--- config.mk ---
export PLATFORM = sky130hd
export DESIGN_NAME = paged_obj_buffer
export DESIGN_NICKNAME = d
export VERILOG_FILES = /design/src/rtl/pob_pkg.sv /design/src/rtl/pob_page_reg.sv /design/src/rtl/pob_byte_store.sv /design/src/rtl/paged_obj_buffer.sv
export SDC_FILE = /design/constraint.sdc
export NUM_CORES = 1
export LEC_CHECK = 0
export BUFFER_PORTS_ARGS = -buffer_cell sky130_fd_sc_hd__buf_2
export CAP_MARGIN = 20
export CELL_PAD_IN_SITES_DETAIL_PLACEMENT = 1
export CELL_PAD_IN_SITES_GLOBAL_PLACEMENT = 1
export CORE_MARGIN = 2
export CORE_UTILIZATION = 60
export CTS_BUF_LIST = sky130_fd_sc_hd__clkbuf_8
export CTS_CLUSTER_DIAMETER = 40
export DETAILED_ROUTE_END_ITERATION = 16
export GPL_TIMING_DRIVEN = 1
export HOLD_SLACK_MARGIN = 0.02
export PLACE_DENSITY = 0.88
export SLEW_MARGIN = 40
export SYNTH_ARGS = -nofsm -noshare
export SYNTH_HDL_FRONTEND = slang
export SYNTH_HIERARCHICAL = 1
export SYNTH_SLANG_ARGS = --single-unit
--- constraint.sdc ---
create_clock -name clk -period 6.7 [get_ports clk]
set_input_delay 1.005 -clock clk [delete_from_list [all_inputs] [get_ports clk]]
set_output_delay 1.005 -clock clk [all_outputs]
set_load 0.02 [all_outputs]
--- src/rtl/pob_pkg.sv ---
// Package: shared field widths, page register layout and bus address codes
// for the paged message-object data window.
// Assumes one byte per data-port access and an 8-bit page register.
package pob_pkg;
    localparam int OBJ_W   = 4;                 // object-number field width
    localparam int IDX_W   = 3;                 // byte-index field width
    localparam int BYTES   = 1 << IDX_W;        // bytes per object buffer
    localparam int DATA_W  = 8;                 // bus and byte width

    localparam int ADDR_PAGE   = 0;
    localparam int ADDR_DATA   = 1;
    localparam int ADDR_PRESET = 2;

    // Page register: object in 7:4, step-disable in 3, index in 2:0.
    typedef struct packed {
        logic [OBJ_W-1:0] obj;
        logic             hold_idx;
        logic [IDX_W-1:0] idx;
    } page_t;
endpackage

--- src/rtl/pob_page_reg.sv ---
// Module: page and preset registers.
// Holds the selected object, the step-disable flag and the byte index, and
// advances the index after a data-port access when stepping is enabled.
// Assumes the caller never raises page_we and step in the same cycle
// (the top gives them disjoint address decodes).
module pob_page_reg
    import pob_pkg::*;
(
    input  logic                clk,
    input  logic                rst_n,
    input  logic                page_we,
    input  logic [DATA_W-1:0]   page_wdata,
    input  logic                preset_we,
    input  logic [3:0]          preset_wdata,
    input  logic                step,
    output page_t               page_q,
    output logic [3:0]          preset_q
);
    page_t page_d;

    // Next page value: a host write wins, otherwise an optional index step.
    always_comb begin
        page_d = page_q;
        if (page_we) begin
            page_d = page_t'(page_wdata);
        end else if (step && !page_q.hold_idx) begin
            page_d.idx = page_q.idx + IDX_W'(1);
        end
    end

    // Page register flop with synchronous active-low clear.
    always_ff @(posedge clk) begin
        if (!rst_n) page_q <= '0;
        else        page_q <= page_d;
    end

    // Preset nibble flop with synchronous active-low clear.
    always_ff @(posedge clk) begin
        if (!rst_n)         preset_q <= '0;
        else if (preset_we) preset_q <= preset_wdata;
    end
endmodule

--- src/rtl/pob_byte_store.sv ---
// Module: byte storage for NUM_OBJ message objects of BYTES bytes each.
// One write port and one combinational read port, both addressed by
// object and index. Object numbers with no buffer match no slot: writes
// are dropped and the read returns zero with rd_valid low.
// Assumes 1 <= NUM_OBJ <= 2**OBJ_W. Storage has no reset value.
module pob_byte_store
    import pob_pkg::*;
#(
    parameter int NUM_OBJ = 6
) (
    input  logic                clk,
    input  logic                wr_en,
    input  logic [OBJ_W-1:0]    wr_obj,
    input  logic [IDX_W-1:0]    wr_idx,
    input  logic [DATA_W-1:0]   wr_data,
    input  logic [OBJ_W-1:0]    rd_obj,
    input  logic [IDX_W-1:0]    rd_idx,
    output logic [DATA_W-1:0]   rd_data,
    output logic                rd_valid
);
    logic [DATA_W-1:0] mem_q [NUM_OBJ][BYTES];
    logic [NUM_OBJ-1:0] rd_hit;
    logic [NUM_OBJ-1:0] wr_hit;

    // One match line per object for each port.
    for (genvar g = 0; g < NUM_OBJ; g++) begin : g_obj
        assign rd_hit[g] = (rd_obj == OBJ_W'(g));
        assign wr_hit[g] = wr_en && (wr_obj == OBJ_W'(g));
    end

    assign rd_valid = |rd_hit;

    // Store the byte into the object whose match line is high.
    always_ff @(posedge clk) begin
        for (int o = 0; o < NUM_OBJ; o++) begin
            if (wr_hit[o]) mem_q[o][wr_idx] <= wr_data;
        end
    end

    // Select the addressed byte; zero when no object matches.
    always_comb begin
        rd_data = '0;
        for (int o = 0; o < NUM_OBJ; o++) begin
            if (rd_hit[o]) rd_data = mem_q[o][rd_idx];
        end
    end
endmodule

--- src/rtl/paged_obj_buffer.sv ---
// Module: top of the paged message-object data window.
// Decodes the host bus into page, data-port and preset accesses, routes
// data-port traffic to the byte store at the paged object and index, and
// selects the read data. A cycle with both strobes high counts as a write.
// Assumes ADDR_W >= 2 and NUM_OBJ between 1 and 16.
module paged_obj_buffer
    import pob_pkg::*;
#(
    parameter int NUM_OBJ = 6,
    parameter int ADDR_W  = 2
) (
    input  logic                clk,
    input  logic                rst_n,
    input  logic [ADDR_W-1:0]   bus_addr,
    input  logic                bus_we,
    input  logic                bus_re,
    input  logic [DATA_W-1:0]   bus_wdata,
    output logic [DATA_W-1:0]   bus_rdata
);
    localparam logic [ADDR_W-1:0] A_PAGE   = ADDR_W'(ADDR_PAGE);
    localparam logic [ADDR_W-1:0] A_DATA   = ADDR_W'(ADDR_DATA);
    localparam logic [ADDR_W-1:0] A_PRESET = ADDR_W'(ADDR_PRESET);

    page_t             page_q;
    logic [3:0]        preset_q;
    logic              sel_page, sel_data, sel_preset;
    logic              data_access, data_write;
    logic [DATA_W-1:0] store_rdata;
    logic              store_valid;

    // Address decode and access qualification.
    always_comb begin
        sel_page    = (bus_addr == A_PAGE);
        sel_data    = (bus_addr == A_DATA);
        sel_preset  = (bus_addr == A_PRESET);
        data_access = sel_data && (bus_we || bus_re);
        data_write  = sel_data && bus_we;
    end

    pob_page_reg u_page (
        .clk          (clk),
        .rst_n        (rst_n),
        .page_we      (bus_we && sel_page),
        .page_wdata   (bus_wdata),
        .preset_we    (bus_we && sel_preset),
        .preset_wdata (bus_wdata[3:0]),
        .step         (data_access),
        .page_q       (page_q),
        .preset_q     (preset_q)
    );

    pob_byte_store #(.NUM_OBJ(NUM_OBJ)) u_store (
        .clk      (clk),
        .wr_en    (data_write),
        .wr_obj   (page_q.obj),
        .wr_idx   (page_q.idx),
        .wr_data  (bus_wdata),
        .rd_obj   (page_q.obj),
        .rd_idx   (page_q.idx),
        .rd_data  (store_rdata),
        .rd_valid (store_valid)
    );

    // Read-data select for the addressed register.
    always_comb begin
        bus_rdata = '0;
        if (sel_page)                     bus_rdata = page_q;
        else if (sel_data && store_valid) bus_rdata = store_rdata;
        else if (sel_preset)              bus_rdata = {4'b0000, preset_q};
    end
endmodule

==> metrics.txt <==
GRT Overall Usage=33.2%; nets=839; Startpoint Class=flop; CTS Hold Bufs=0; Post-Syn Area=15700 µm²; total core area=25800 µm²; Fmax=194 MHz; Synth area leaders=edfxtp_1 (73%), mux4_2 (13%), mux2i_1 (3.1%); fin util=67.5%; fin crit period=5160 ps; routed via count=8678; Crit path largest cell delay=670 ps; postcts setup bufs=0; cell taking the most area after synthesis=edfxtp_1; IO Count=22; Worst path top cell family by delay=multiplexers; Lkg Pwr=5.30 nW; Final ANT Viol Nets=0; final hold violation count=0; layout cells sized above 1=27.9%; H-Tree Depth=2; max-cap violations=0; Synth Register Bits=396; synthesized net count=791; root buffer cell=clkbuf_8; cell area after layout=17400 µm²; unrepaired setup endpoints after global routing=no; Routed WL per cell=36.6 µm; final global-route overflow total=0; vias in the first global route=9200; Syn Area/Cell=20.2 µm²; antenna diode count=0; Pins Over Slew Limit=0; initial antenna violation count=1; outcome=finished clean; TritonCTS clock tree=yes; clock sinks=396; crit-path max FO=64; Ys Warns=6; pin count of the biggest net entering global routing=65; final setup TNS=0 ps; skew final=35.8 ps; EDFF count, synth=384; Clock Path Buffers=3; first-pass GRT wire length=65900 µm; endpoints failing setup=0; Pre-antenna DRT Iters=5; peak supply drop=0.257 mV; Cell Rows=59; Die Wd=166 µm; later-pin clock latency in the skew report=620 ps; initial core utilization=60.7%; Top cell by count, worst path=buf_12; Routability Congestion=0.859; count leader, synth=edfxtp_1; Worst-path clk slew=70 ps; Slew @ Worst Pin=889 ps; Vias/cell=7.17; asr flop ratio synth=0%; Post-Route WL=44400 µm; CP bufs+invs=3; CP Cell Sequence=buf_12 > buf_12 > mux4_2 > mux2i_1 > o22ai_1 > nor2_1 > o221ai_1 > nand3_1 > a21oi_1 > buf_2; Slew headroom=40.5%; Die Y=166 µm; synth cell count leaders=edfxtp_1 (384), mux4_2 (93), nor2_1 (71), mux2i_1 (49), buf_2 (18); CP Data Arrival Time=4150 ps; Worst EP required=5690 ps; CP Capture Type=output port; kind of critical path=flop to output port; final period utilization=77.0%; ys flop type=edfxtp_1; Worst Hold Class=flop to flop; Power, Total=0.00521 W; placed cell areas=16100 µm²; post_cts resized=0; number of distinct library cells after synthesis=42; Critical-path top delay cell=dfxtp_4; PwrDens=299 nW/µm²; die area=27500 µm²; area delta synth->final=11.1%; drt initial violations=1333; Synth top area share=73.5%; DRC=0; Num CTS Buffers=61; DP Wirelength=23100 µm; sequential area share after synthesis=75.0%; Buffers on Ports=21; Mapped Cells=776; Hold Slack=575 ps
## report_power, final
| group | internal, W | switching [W] |
|---|---|---|
| registers | 0.00272 | 0.0000231 |
| logic | 0.000140 | 0.000226 |
| clock network | 0.00109 | 0.00101 |
| total | 0.00395 | 0.00126 |
## logic make-up (layout without fill, tap and decap cells)
| family | Yosys count | after routing | synth area share (%) |
|---|---|---|---|
| AOI/OAI and AO/OA | 47 | 47 | 1.94 |
| xor gates and xnor gates | 2 | 2 | 0.112 |
| adders and majority gates | 1 | 1 | 0.0797 |
| buffers and inverters | 42 | 142 | 1.31 |
| DFF | 396 | 396 | 75.0 |
| muxes | 148 | 148 | 16.9 |
| and+or+nand+nor | 140 | 140 | 4.63 |
## registers in the layout, indices dropped and copies added (netlist names)
signal / count
u_store/mem_q: 384
u_page/page_q: 8
u_page/preset_q: 4
## layout make-up
cell class	count	area [µm²]
sequential	396	11800
fill	2095	8400
multi-input combinational	338	3790
clock buffer	61	840
tap	335	419
clock inverter	54	400
timing repair buffer	26	200
inverter	1	3.75
## per-layer routing
metal  routed length, µm  up-vias  track usage (%)
met2               22200      704             53.8
met4                1840        2             13.2
met1               15900     4543             44.8
met5                  17        -                0
met3                4410      129             7.48
li1                    -     3300                -
## cells in the final DEF (no fill, tap or decap), types with 9 or more instances in the layout
master / synthesis / layout
edfxtp_1: 384 / 384
mux4_2: 93 / 93
clkbuf_8: 0 / 61
mux2i_1: 49 / 49
nor2_1: 71 / 42
nor2_2: 0 / 29
clkinv_1: 0 / 19
inv_1: 0 / 15
nand3_1: 14 / 14
buf_2: 18 / 13
o22ai_1: 13 / 13
nor2b_1: 11 / 11
buf_4: 4 / 10
nand3b_1: 9 / 9
dfxtp_1: 12 / 9
## worst reg2reg max path, cell delays in order (launching register included)
cell and delay, ps:
dfxtp_2 850, buf_4 670, nand3_1 590, nor2_1 860
## metrics by stage
stage	setup WS, ps	std cells
3_5_place_dp	2380	1096
3_3_place_gp	2520	1094
6_report	1540	1211
2_1_floorplan	3490	776
5_1_grt	1390	1211
4_1_cts	1640	1211
## final timing paths
check                                                startpoint                         endpoint  slack (ps)  cells past startpoint
worst min-delay path            u_page/preset_q[2]$_SDFFE_PN0P_  u_page/preset_q[2]$_SDFFE_PN0P_         570                      2
worst min register to register  u_page/preset_q[2]$_SDFFE_PN0P_  u_page/preset_q[2]$_SDFFE_PN0P_         570                      2
worst max-delay path              u_page/page_q[0]$_SDFFE_PN0P_                     bus_rdata[4]        1540                     10
worst max register to register    u_page/page_q[2]$_SDFFE_PN0P_    u_store/mem_q[5][2]$_DFFE_PP_        3350                      3
(Power assumes the default switching activity.)
